`src/rtl/brd_pkg.sv`:
```
package brd_pkg;
    localparam int BUS_AW = 8;
    localparam int BUS_DW = 16;

    localparam logic [BUS_AW-1:0] OFS_LEDSW  = 8'h00;
    localparam logic [BUS_AW-1:0] OFS_BTN    = 8'h08;
    localparam logic [BUS_AW-1:0] OFS_STAT   = 8'h10;
    localparam logic [BUS_AW-1:0] OFS_CLR    = 8'h20;
    localparam logic [BUS_AW-1:0] OFS_MASK   = 8'h38;
    localparam logic [BUS_AW-1:0] OFS_ID_A   = 8'h40;
    localparam logic [BUS_AW-1:0] OFS_ID_B   = 8'h48;
    localparam logic [BUS_AW-1:0] OFS_VER    = 8'h50;
    localparam logic [BUS_AW-1:0] OFS_ID_C   = 8'h58;
    localparam logic [BUS_AW-1:0] OFS_MODRST = 8'h60;
    localparam logic [BUS_AW-1:0] OFS_BRDID  = 8'h68;

    localparam logic [BUS_DW-1:0] ID_WORD_A = 16'hAAAA;
    localparam logic [BUS_DW-1:0] ID_WORD_B = 16'h5555;
    localparam logic [BUS_DW-1:0] ID_WORD_C = 16'hCAFE;

    typedef enum logic {
        IRQ_IDLE   = 1'b0,
        IRQ_ACTIVE = 1'b1
    } irq_state_t;
endpackage

```
`src/rtl/brd_src_sync.sv`:
```
module brd_src_sync #(
    parameter int WIDTH  = 16,
    parameter int STAGES = 2
) (
    input  logic             clk,
    input  logic             rst_n,
    input  logic [WIDTH-1:0] async_in,
    output logic [WIDTH-1:0] rise
);
    localparam int CHAIN = STAGES + 1;

    for (genvar i = 0; i < WIDTH; i++) begin : g_line
        logic [CHAIN-1:0] chain_q;

        always_ff @(posedge clk) begin
            if (!rst_n) begin
                chain_q <= '0;
            end else begin
                chain_q <= {chain_q[CHAIN-2:0], async_in[i]};
            end
        end

        assign rise[i] = chain_q[CHAIN-2] & ~chain_q[CHAIN-1];
    end
endmodule

```
`src/rtl/brd_irq_core.sv`:
```
module brd_irq_core
    import brd_pkg::*;
#(
    parameter int NUM_SRC = 16
) (
    input  logic               clk,
    input  logic               rst_n,
    input  logic [NUM_SRC-1:0] rise,
    input  logic               mask_we,
    input  logic               clr_we,
    input  logic [NUM_SRC-1:0] wdata,
    output logic [NUM_SRC-1:0] status_q,
    output logic [NUM_SRC-1:0] mask_q,
    output logic [NUM_SRC-1:0] clr_q,
    output logic               irq_n
);
    irq_state_t state_q, state_d;
    logic       any_pending;

    always_ff @(posedge clk) begin
        if (!rst_n) begin
            mask_q <= '1;
            clr_q  <= '0;
        end else begin
            if (mask_we) mask_q <= wdata;
            if (clr_we)  clr_q  <= wdata;
        end
    end

    always_ff @(posedge clk) begin
        if (!rst_n) begin
            status_q <= '0;
        end else begin
            status_q <= (status_q | rise) & ~clr_q;
        end
    end

    assign any_pending = |(status_q & ~mask_q);

    always_ff @(posedge clk) begin
        if (!rst_n) begin
            state_q <= IRQ_IDLE;
        end else begin
            state_q <= state_d;
        end
    end

    always_comb begin
        state_d = state_q;
        unique case (state_q)
            IRQ_IDLE:   if (any_pending)  state_d = IRQ_ACTIVE;
            IRQ_ACTIVE: if (!any_pending) state_d = IRQ_IDLE;
            default:    state_d = IRQ_IDLE;
        endcase
    end

    always_comb begin
        irq_n = 1'b1;
        unique case (state_q)
            IRQ_IDLE:   irq_n = 1'b1;
            IRQ_ACTIVE: irq_n = 1'b0;
            default:    irq_n = 1'b1;
        endcase
    end

    assert_clear_wins_R3: assert property (@(posedge clk) disable iff (!rst_n)
        (clr_q != '0) |=> ((status_q & $past(clr_q)) == '0));

    assert_edge_sets_R2: assert property (@(posedge clk) disable iff (!rst_n)
        ((rise & ~clr_q) != '0) |=>
            ((status_q & $past(rise & ~clr_q)) == $past(rise & ~clr_q)));

    assert_sticky_R2: assert property (@(posedge clk) disable iff (!rst_n)
        ((status_q & ~clr_q) != '0) |=>
            ((status_q & $past(status_q & ~clr_q)) == $past(status_q & ~clr_q)));

    assert_irq_low_R4: assert property (@(posedge clk) disable iff (!rst_n)
        ((status_q & ~mask_q) != '0) |=> !irq_n);

    assert_irq_high_R4: assert property (@(posedge clk) disable iff (!rst_n)
        ((status_q & ~mask_q) == '0) |=> irq_n);
endmodule

```
`src/rtl/brd_regs.sv`:
```
module brd_regs
    import brd_pkg::*;
#(
    parameter int                NUM_SRC  = 16,
    parameter int                BTN_W    = 2,
    parameter logic [BUS_DW-1:0] CODE_VER = 16'h0107
) (
    input  logic               clk,
    input  logic               rst_n,
    input  logic [BTN_W-1:0]   btn_in,
    input  logic               bus_sel,
    input  logic               bus_wr,
    input  logic [BUS_AW-1:0]  bus_addr,
    input  logic [BUS_DW-1:0]  bus_wdata,
    output logic [BUS_DW-1:0]  bus_rdata,
    input  logic [NUM_SRC-1:0] status_q,
    input  logic [NUM_SRC-1:0] mask_q,
    input  logic [NUM_SRC-1:0] clr_q,
    output logic               mask_we,
    output logic               clr_we
);
    logic [BUS_DW-1:0] ledsw_q, modrst_q, brdid_q;
    logic [BTN_W-1:0]  btn_s1, btn_s2;
    logic              wr_en;
    logic [BUS_DW-1:0] stat_w, mask_w, clr_w, btn_w, rd_mux;

    assign wr_en   = bus_sel & bus_wr;
    assign mask_we = wr_en & (bus_addr == OFS_MASK);
    assign clr_we  = wr_en & (bus_addr == OFS_CLR);

    always_ff @(posedge clk) begin
        if (!rst_n) begin
            ledsw_q  <= '0;
            modrst_q <= '0;
            brdid_q  <= '0;
        end else if (wr_en) begin
            unique case (bus_addr)
                OFS_LEDSW:  ledsw_q  <= bus_wdata;
                OFS_MODRST: modrst_q <= bus_wdata;
                OFS_BRDID:  brdid_q  <= bus_wdata;
                default: ;
            endcase
        end
    end

    always_ff @(posedge clk) begin
        if (!rst_n) begin
            btn_s1 <= '0;
            btn_s2 <= '0;
        end else begin
            btn_s1 <= btn_in;
            btn_s2 <= btn_s1;
        end
    end

    always_comb begin
        stat_w = '0;
        mask_w = '0;
        clr_w  = '0;
        btn_w  = '0;
        stat_w[NUM_SRC-1:0] = status_q;
        mask_w[NUM_SRC-1:0] = mask_q;
        clr_w[NUM_SRC-1:0]  = clr_q;
        btn_w[BTN_W-1:0]    = btn_s2;
    end

    always_comb begin
        unique case (bus_addr)
            OFS_LEDSW:  rd_mux = ledsw_q;
            OFS_BTN:    rd_mux = btn_w;
            OFS_STAT:   rd_mux = stat_w;
            OFS_CLR:    rd_mux = clr_w;
            OFS_MASK:   rd_mux = mask_w;
            OFS_ID_A:   rd_mux = ID_WORD_A;
            OFS_ID_B:   rd_mux = ID_WORD_B;
            OFS_VER:    rd_mux = CODE_VER;
            OFS_ID_C:   rd_mux = ID_WORD_C;
            OFS_MODRST: rd_mux = modrst_q;
            OFS_BRDID:  rd_mux = brdid_q;
            default:    rd_mux = '0;
        endcase
    end

    assign bus_rdata = (bus_sel && !bus_wr) ? rd_mux : '0;

    assert_single_strobe_R8: assert property (@(posedge clk) disable iff (!rst_n)
        !(mask_we && clr_we));
endmodule

```
`src/rtl/brd_irq_hub.sv`:
```
module brd_irq_hub
    import brd_pkg::*;
#(
    parameter int                NUM_SRC     = 16,
    parameter int                BTN_W       = 2,
    parameter int                SYNC_STAGES = 2,
    parameter logic [BUS_DW-1:0] CODE_VER    = 16'h0107
) (
    input  logic               clk,
    input  logic               rst_n,
    input  logic [NUM_SRC-1:0] src_in,
    input  logic [BTN_W-1:0]   btn_in,
    input  logic               bus_sel,
    input  logic               bus_wr,
    input  logic [BUS_AW-1:0]  bus_addr,
    input  logic [BUS_DW-1:0]  bus_wdata,
    output logic [BUS_DW-1:0]  bus_rdata,
    output logic               irq_n
);
    logic [NUM_SRC-1:0] rise, status_q, mask_q, clr_q;
    logic               mask_we, clr_we;

    brd_src_sync #(.WIDTH(NUM_SRC), .STAGES(SYNC_STAGES)) u_sync (
        .clk(clk), .rst_n(rst_n), .async_in(src_in), .rise(rise)
    );

    brd_irq_core #(.NUM_SRC(NUM_SRC)) u_core (
        .clk(clk), .rst_n(rst_n), .rise(rise),
        .mask_we(mask_we), .clr_we(clr_we), .wdata(bus_wdata[NUM_SRC-1:0]),
        .status_q(status_q), .mask_q(mask_q), .clr_q(clr_q), .irq_n(irq_n)
    );

    brd_regs #(.NUM_SRC(NUM_SRC), .BTN_W(BTN_W), .CODE_VER(CODE_VER)) u_regs (
        .clk(clk), .rst_n(rst_n), .btn_in(btn_in),
        .bus_sel(bus_sel), .bus_wr(bus_wr), .bus_addr(bus_addr),
        .bus_wdata(bus_wdata), .bus_rdata(bus_rdata),
        .status_q(status_q), .mask_q(mask_q), .clr_q(clr_q),
        .mask_we(mask_we), .clr_we(clr_we)
    );
endmodule

```
`config.mk`:
```
export PLATFORM = sky130hd
export DESIGN_NAME = brd_irq_hub
export DESIGN_NICKNAME = d
export VERILOG_FILES = /design/src/rtl/brd_pkg.sv /design/src/rtl/brd_src_sync.sv /design/src/rtl/brd_irq_core.sv /design/src/rtl/brd_regs.sv /design/src/rtl/brd_irq_hub.sv
export SDC_FILE = /design/constraint.sdc
export NUM_CORES = 1
export LEC_CHECK = 0
export BUFFER_PORTS_ARGS = -buffer_cell sky130_fd_sc_hd__buf_2
export CAP_MARGIN = 15
export CORE_AREA = 5 5 125 127
export DETAILED_ROUTE_END_ITERATION = 16
export DIE_AREA = 0 0 130 132
export HOLD_SLACK_MARGIN = 0.05
export PLACE_DENSITY = 0.67
export SLEW_MARGIN = 5
export SYNTH_ARGS = -nofsm -noshare
export SYNTH_HDL_FRONTEND = slang
export SYNTH_SLANG_ARGS = --single-unit
```
`constraint.sdc`:
```
create_clock -name clk -period 4.23 [get_ports clk]
set_input_delay 0.2115 -clock clk [delete_from_list [all_inputs] [get_ports clk]]
set_output_delay 0.2115 -clock clk [all_outputs]
set_load 0.03 [all_outputs]
```
# Word level (Yosys, flattened, before mapping)
# Index checks and enable logic that the tools add are counted.
totals:
  register_bits: 149
  input_bits: 46
  word_cells: 87
op_classes:
  eq_ne: 10
  n_mux: 4
  bitwise_logic: 41
  reduce_logical: 7
op_table:
  columns: ["operator", "n"]
  rows:
  - ["$pmux 16 s11", 1]
  - ["$eq 8x7->1 const B", 6]
  - ["$and 16x16->16", 2]
  - ["$not 16->16", 2]
  - ["$and 1x1->1", 19]
  - ["$not 1->1", 17]
  - ["$eq 8x6->1 const B", 2]
  - ["$mux 16", 1]
  - ["$or 16x16->16", 1]
  - ["$reduce_or 16->1", 1]
  - ["$eq 8x4->1 const B", 1]
  - ["$eq 8x5->1 const B", 1]
  - ["$logic_not 8->1", 1]
  - ["$reduce_and 2->1", 3]
  - ["$pmux 1 s2", 1]
  - ["$logic_and 1x1->1", 1]
  - ["$logic_not 1->1", 1]
  - ["$mux 1", 1]

# Depth between registers and ports, before layout
# Gate-level depths: netlist (run 1).
logic_depth:
  word_depth: 4
  depth_mapped: 7

# By module
# A second synthesis (run 1) with hierarchy kept.
hier_totals:
  hier_cells: 657
  area_unflattened_um2: 6314.8
by_module_without_submodules:
  columns: ["module", "instances", "cells_per_inst", "area_per_inst_um2", "seq_area_each_um2"]
  rows:
  - ["brd_regs", 1, 360, 3158.0, 1041.0]
  - ["brd_irq_core", 1, 180, 1751.7, 980.9]
  - ["brd_src_sync", 1, 117, 1405.1, 960.9]

# Worst setup path after synthesis (run 1)
# OpenSTA, ideal clock, no wires.
synth_timing:
  path_kind: "in2out"
  start: "input bus_addr[7]"
  end: "output bus_rdata[1]"
  t_arrival_ns: 2.713
  required_ns: 4.018
  slack_ns: 1.306
  stages: 5
  path_buffers: 1
  path_cell_list: "or4_1 > clkbuf_1 > nor3_2 > a32oi_1 > a2111oi_0"
synth_between:
  elab_chain_len: 3
  elab_cells_between_ends: 13
synth_lines:
  columns: ["item", "line", "source"]
  rows:
  - ["from (decl)", "brd_irq_hub.sv:15", "input logic [BUS_AW-1:0] bus_addr,"]
  - ["$eq 8x7->1, or another cell as far along", "brd_regs.sv:68", "unique case (bus_addr)"]
  - ["$pmux 16 s11 *", "brd_regs.sv:68", null]
  - ["$mux 16 *", "brd_regs.sv:84", "assign bus_rdata = (bus_sel && !bus_wr) ? rd_mux : '0;"]
  - ["to (decl)", "brd_irq_hub.sv:17", "output logic [BUS_DW-1:0] bus_rdata,"]
# Every way passes the cells marked *; elsewhere a longest branch is shown, timed or not.

# Final worst setup path (run 1)
layout_timing:
  start: "input bus_addr[3]"
  end: "output bus_rdata[14]"
# The elaborated chain is that of the path after synthesis.

==> results of run 1 <==
==> metal layers <==
metal / wire, um / vias up / GRT usage, %
li1: - / 2605 / -
met1: 7882 / 2518 / 30.11
met2: 8174 / 245 / 31.60
met3: 1400 / 54 / 3.971
met4: 685 / 0 / 10.62
met5: 0 / - / 0
==> registers in the layout, summed over array words and instances (netlist names) <==
| name | count |
|---|---|
| u_core.clr_q | 16 |
| u_core.mask_q | 16 |
| u_core.state_q | 1 |
| u_core.status_q | 16 |
| u_regs.brdid_q | 16 |
| u_regs.btn_s1 | 2 |
| u_regs.btn_s2 | 2 |
| u_regs.ledsw_q | 16 |
| u_regs.modrst_q | 16 |
| u_sync.g_line.chain_q | 48 |
==> worst register-to-register path: stages (launching register included) <==
cell and delay [ps]:
dfxtp_1 370, nand2b_1 170, o2111ai_1 110, a2111oi_0 420, a31oi_1 210
==> logic make-up after synthesis <==
kind of cell / count (synthesis) / share of synthesized area, %
and+or+nand+nor: 301 / 24.80
DFF: 149 / 47.49
xor gates and xnor gates: 2 / 0.2789
buffers and inverters: 88 / 5.717
muxes: 54 / 8.924
AOI/OAI and AO/OA: 127 / 12.79
==> power by group <==
group          internal [uW]  switching (uW)  total, uW
Sequential              1430            14.5       1450
Clock                    908             611       1520
Combinational           67.2             115        182
==> cell usage in the layout, fill, tap and decap left out, types with 4 or more instances in the layout <==
| master | n |
|---|---|
| inv_1 | 34 |
| and2_1 | 55 |
| o211ai_1 | 5 |
| nor2_1 | 39 |
| a31oi_1 | 14 |
| nor2b_1 | 7 |
| clkbuf_16 | 17 |
| o21ai_0 | 13 |
| buf_2 | 62 |
| or4_1 | 4 |
| a22o_1 | 4 |
| nor3_1 | 28 |
| and3_1 | 7 |
| a22oi_1 | 7 |
| buf_4 | 6 |
| mux2i_1 | 38 |
| dfxtp_1 | 149 |
| nand3_1 | 51 |
| nand2_1 | 74 |
| nand2b_1 | 10 |
| mux2_2 | 16 |
| dlygate4sd3_1 | 18 |
| a21oi_1 | 54 |
| a32oi_1 | 6 |
| nor4_1 | 6 |
==> timing repair <==
| action | 4_1_cts | 5_1_grt |
|---|---|---|
| hold endpoints to repair | 18 | 0 |
| hold buffers | 18 | 0 |
| endpoints found under the setup margin | 0 | 0 |
| buffers inserted | 0 | 0 |
==> stage by stage <==
stage                     utilization (%)  hold WS (ps)  instance area [um^2]
final                               51.84         94.26                  7420
after global routing                51.84         97.39                  7420
after CTS                           51.84         79.11                  7420
after detailed placement            46.38         417.7                  6639
after global placement              46.38         417.0                  6639
after floorplan                         -         335.5                  6281
==> area by class of cell <==
type / instances / area (um^2) / share of cell area [%]
Multi-Input combinational cell: 484 / 2939 / 39.61
Inverter: 35 / 131.4 / 1.771
Sequential cell: 149 / 2983 / 40.20
Tap cell: 184 / 230.2 / 3.103
Clock inverter: 13 / 147.6 / 1.990
Timing Repair Buffer: 86 / 535.5 / 7.218
Clock buffer: 19 / 452.9 / 6.105
==> worst paths after layout <==
check,startpoint,end,cells after the start
max,bus_addr[3],bus_rdata[14],7
min,bus_wdata[11],u_core.clr_q[11],3
max reg2reg,u_core.mask_q[3],u_core.state_q,4
min reg2reg,u_sync.g_line[9].chain_q[0],u_sync.g_line[9].chain_q[1],1
==> reports/metrics.yaml, run 1 <==
vdd_drop_max_v: 0.0002809
clock_latency_ps: 420
grt_pass1_vias: 5120
fillCellCount: 1370
grt_overflow: 0
synth_enable_flop_cells: 0
fin_total_pwr_uw: 3148
p_leak_uw: 0.002909
via_per_inst: 5.590
htree_num_levels: 4
crit_family: "simple AND/OR/NAND/NOR gates"
avgRoutedWirePerCell_um: 18.70
clock_path_buffers: 2
yosys-top-cells-count: "dfxtp_1, nand2_1, and2_1, a21oi_1, nand3_1"
drive_above_1_share_pct: 15.78
ys_async_sr_fraction_pct: 0
cts_resized: 0
cts_buffers: 17
crit_path_start_kind: "input port"
maxSlewViolCount: 0
slowest_delay_ps: 780
synth_cell_types: 58
die_height_um: 132
routed-via-count: 5422
rsz0062_at_grt: "false"
synth_fp_nets: 767
cp-end-kind: "primary output"
postRouteWirelength_um: 18140
worstPathCellList: "buf_2 -> or4_1 -> nor2_1 -> buf_4 -> a32oi_1 -> a21oi_1 -> buf_2"
syn_avg_cell_area_um2: 8.712
synth_area_leaders: "dfxtp_1, mux2i_1, and2_1"
post-place-ws_ps: 1368
synth_top_area_share_pct: 47.49
min_period_over_period_pct: 69.11
ys_ff_latch: 149
crit_buf_inv: 3
syn_area_um2: 6281
netlist_instances: 721
dp_hpwl_um: 12180
grt_use_total_pct: 21.49
fmaxAchievable_ghz: 0.3421
crit_arrival_ps: 2710
postRouteAntennaNets: 0
drt_first_pass_iters: 7
fin_skew_ps: 8.443
crit_fanout: 32
tightest_slew_ps: 915.2
fin_setup_tns_ps: 0
synth_ff_type: "dfxtp_1"
min_period_ps: 2923
core-area_um2: 14310
finalNetCount: 819
setup_viol: 0
place_congestion: 1.015
yosysSeqAreaShare_pct: 47.49
grt_first_pass_wirelength_um: 28510
drcViolationCount: 0
die_area_um2: 17160
cts_tree: "built"
placedCellCount: 920
n_antenna_cell: 0
grt_max_degree: 69
hold_viol: 0
cts_root_buffer: "clkbuf_16"
r2r_setup_slack_ps: 2780
cts.sinks: 149
hold_path_class: "input port to flop"
io_buffers: 62
required_ps: 4020
setup_ws_ps: 1307
crit_type: "input port to primary output"
synth_largest_area_cell: "dfxtp_1"
grt_antenna_before_repair: 0
powerDensity_nw_per_um2: 424.2
pin_count: 63
max_cap_violations: 0
synth_most_common_cell: "dfxtp_1"
relSlewSlack_pct: 38.84
chipWidth_um: 130
row_count: 44
finalNonFillerCells: 970
clk_pin_slew_ps: 60
status: "finished clean"
start_util_pct: 43.88
slowest_stage: "or4_1"
drtIter0Drc: 502
cpMostUsedCell: "buf_2"
ys_warn_count: 0
syn_to_final_growth_pct: 18.13
No activity file was read; power rests on OpenSTA's default activity.
==> run 2: changes to the inputs <==
==> constraint.sdc (replaced) <==
create_clock -name clk -period 3 [get_ports clk]
set_input_delay 0.15 -clock clk [delete_from_list [all_inputs] [get_ports clk]]
set_output_delay 0.15 -clock clk [all_outputs]
set_load 0.03 [all_outputs]
==> run 2 against run 1 <==
Against the previous run:
- clock skew down 4.6 ps
- critical path depth is 2 lower
- cell area up 3.5%
- worst setup slack worse by 780 ps
- count of clock-buffer cells in the layout is 1 higher
- first-iteration DRC count rose by 33%
- sequential power grew 41%
- clock power rose by 43%
- die area did not move
- combinational power is 52% higher
- power up 43%
- critical endpoint is now bus_rdata[0]
==> reports/metrics.yaml, run 2 (synthesis gave the netlist of run 1 again) <==
layout_commonest_cell: "dfxtp_1"
cts_resized: 0
grt_first_pass_wirelength_um: 29460
powerDensity_nw_per_um2: 584.6
seqCellArea_um2: 2983
fillCellCount: 1316
tightest_slew_ps: 923.2
pin_count: 63
grt_max_degree: 69
die_height_um: 132
dp_hpwl_um: 12990
finalNonFillerCells: 999
cts_buffers: 17
clock_latency_ps: 410
avgRoutedWirePerCell_um: 18.59
core-area_um2: 14310
drtIter0Drc: 669
drive_above_1_share_pct: 17.18
cts_root_buffer: "clkbuf_16"
regToRegStartpoint: "u_core.mask_q[3]"
r2r_cells: 4
r2r-end: "u_core.state_q"
hold_path_startpoint: "bus_wdata[11]"
crit_fanout: 2
postRouteAntennaNets: 0
maxSlewViolCount: 0
via_per_inst: 5.499
setup_ws_ps: 525.8
cts_tree: "built"
critical_path.endpoint: "bus_rdata[0]"
hold_viol: 0
clock_path_buffers: 2
grt_pass1_vias: 5402
crit_arrival_ps: 2320
cts_setup_buffers: 0
drt_first_pass_iters: 6
drcViolationCount: 0
grt_overflow: 0
die_area_um2: 17160
cp-end-kind: "primary output"
n_antenna_cell: 0
fin_skew_ps: 3.810
rsz0062_at_grt: "false"
fin_hold_ws_ps: 72.68
min_period_ps: 2474
p_leak_uw: 0.003063
place_congestion: 0.9795
min_period_over_period_pct: 82.47
required_ps: 2850
crit_type: "flop to primary output"
fin_total_pwr_uw: 4490
regMostFlops: "u_sync.g_line.chain_q"
clk_pin_slew_ps: 60
syn_to_final_growth_pct: 22.27
hold_path_class: "input port to flop"
r2r_setup_slack_ps: 1540
largest_reg_flops: 48
routed-via-count: 5494
grt_use_total_pct: 22.17
fin_setup_tns_ps: 0
post-place-ws_ps: 601.1
row_count: 44
max_cap_violations: 0
grt_antenna_before_repair: 0
htree_num_levels: 4
crit_path_start_kind: "flop"
cts.sinks: 149
start_util_pct: 43.88
status: "finished clean"
placedCellCount: 938
worstSetupStartpoint: "u_regs.ledsw_q[0]"
finalNetCount: 849
fmaxAchievable_ghz: 0.4042
final_cell_mix: "dfxtp_1, nand2_1, buf_2"
cts_hold_buf: 30
multiInputGateArea_um2: 2939
postRouteWirelength_um: 18570
chipWidth_um: 130
vdd_drop_max_v: 0.0003659
relSlewSlack_pct: 38.36
io_buffers: 62
setup_viol: 0
[run 2: per-stage QoR]
step | util (%) | cell area [um^2]
3_5_place_dp | 47.33 | 6774
3_3_place_gp | 47.33 | 6774
4_1_cts | 53.65 | 7680
5_1_grt | 53.65 | 7680
2_1_floorplan | - | 6281
6_report | 53.65 | 7680
[run 2: how the worst min path moves through the flow]
stage / to / cells after the start
finish: u_regs.brdid_q[11] / 3
detailed placement: u_sync.g_line[5].chain_q[0] / 2
CTS: u_regs.brdid_q[11] / 3
global route: u_regs.brdid_q[5] / 3
global placement: u_sync.g_line[1].chain_q[0] / 2
floorplan: u_core.mask_q[11] / 2
[run 2: metal layers]
metal | part of all wire [%] | vias up | track usage [%]
met5 | 0 | - | 0
met4 | 3.4 | 0 | 9.873
met3 | 7.6 | 43 | 4.943
met2 | 46 | 211 | 33.90
met1 | 43 | 2569 | 29.86
li1 | - | 2671 | -
[run 2: power by group]
group	total (uW)	switching, uW	leakage, uW	internal [uW]
clock	2170	820	0.000301	1350
sequential	2040	21.0	0.00121	2020
combinational	277	164	0.00155	112
[run 2: worst max-delay path, stage by stage (launching register included)]
cell	delay, ps
dfxtp_1	320
or3b_2	450
a2111oi_0	550
o21ai_0	170
a31oi_1	180
buf_2	240
[run 2: cell type report]
type                    instances  area share, %
clock inverters                11          1.939
inverters                      35          1.711
repair buffers                116          10.30
flip-flops and latches        149          38.84
clock buffers                  20          5.947
well taps                     184          2.998
multi-input cells             484          38.27
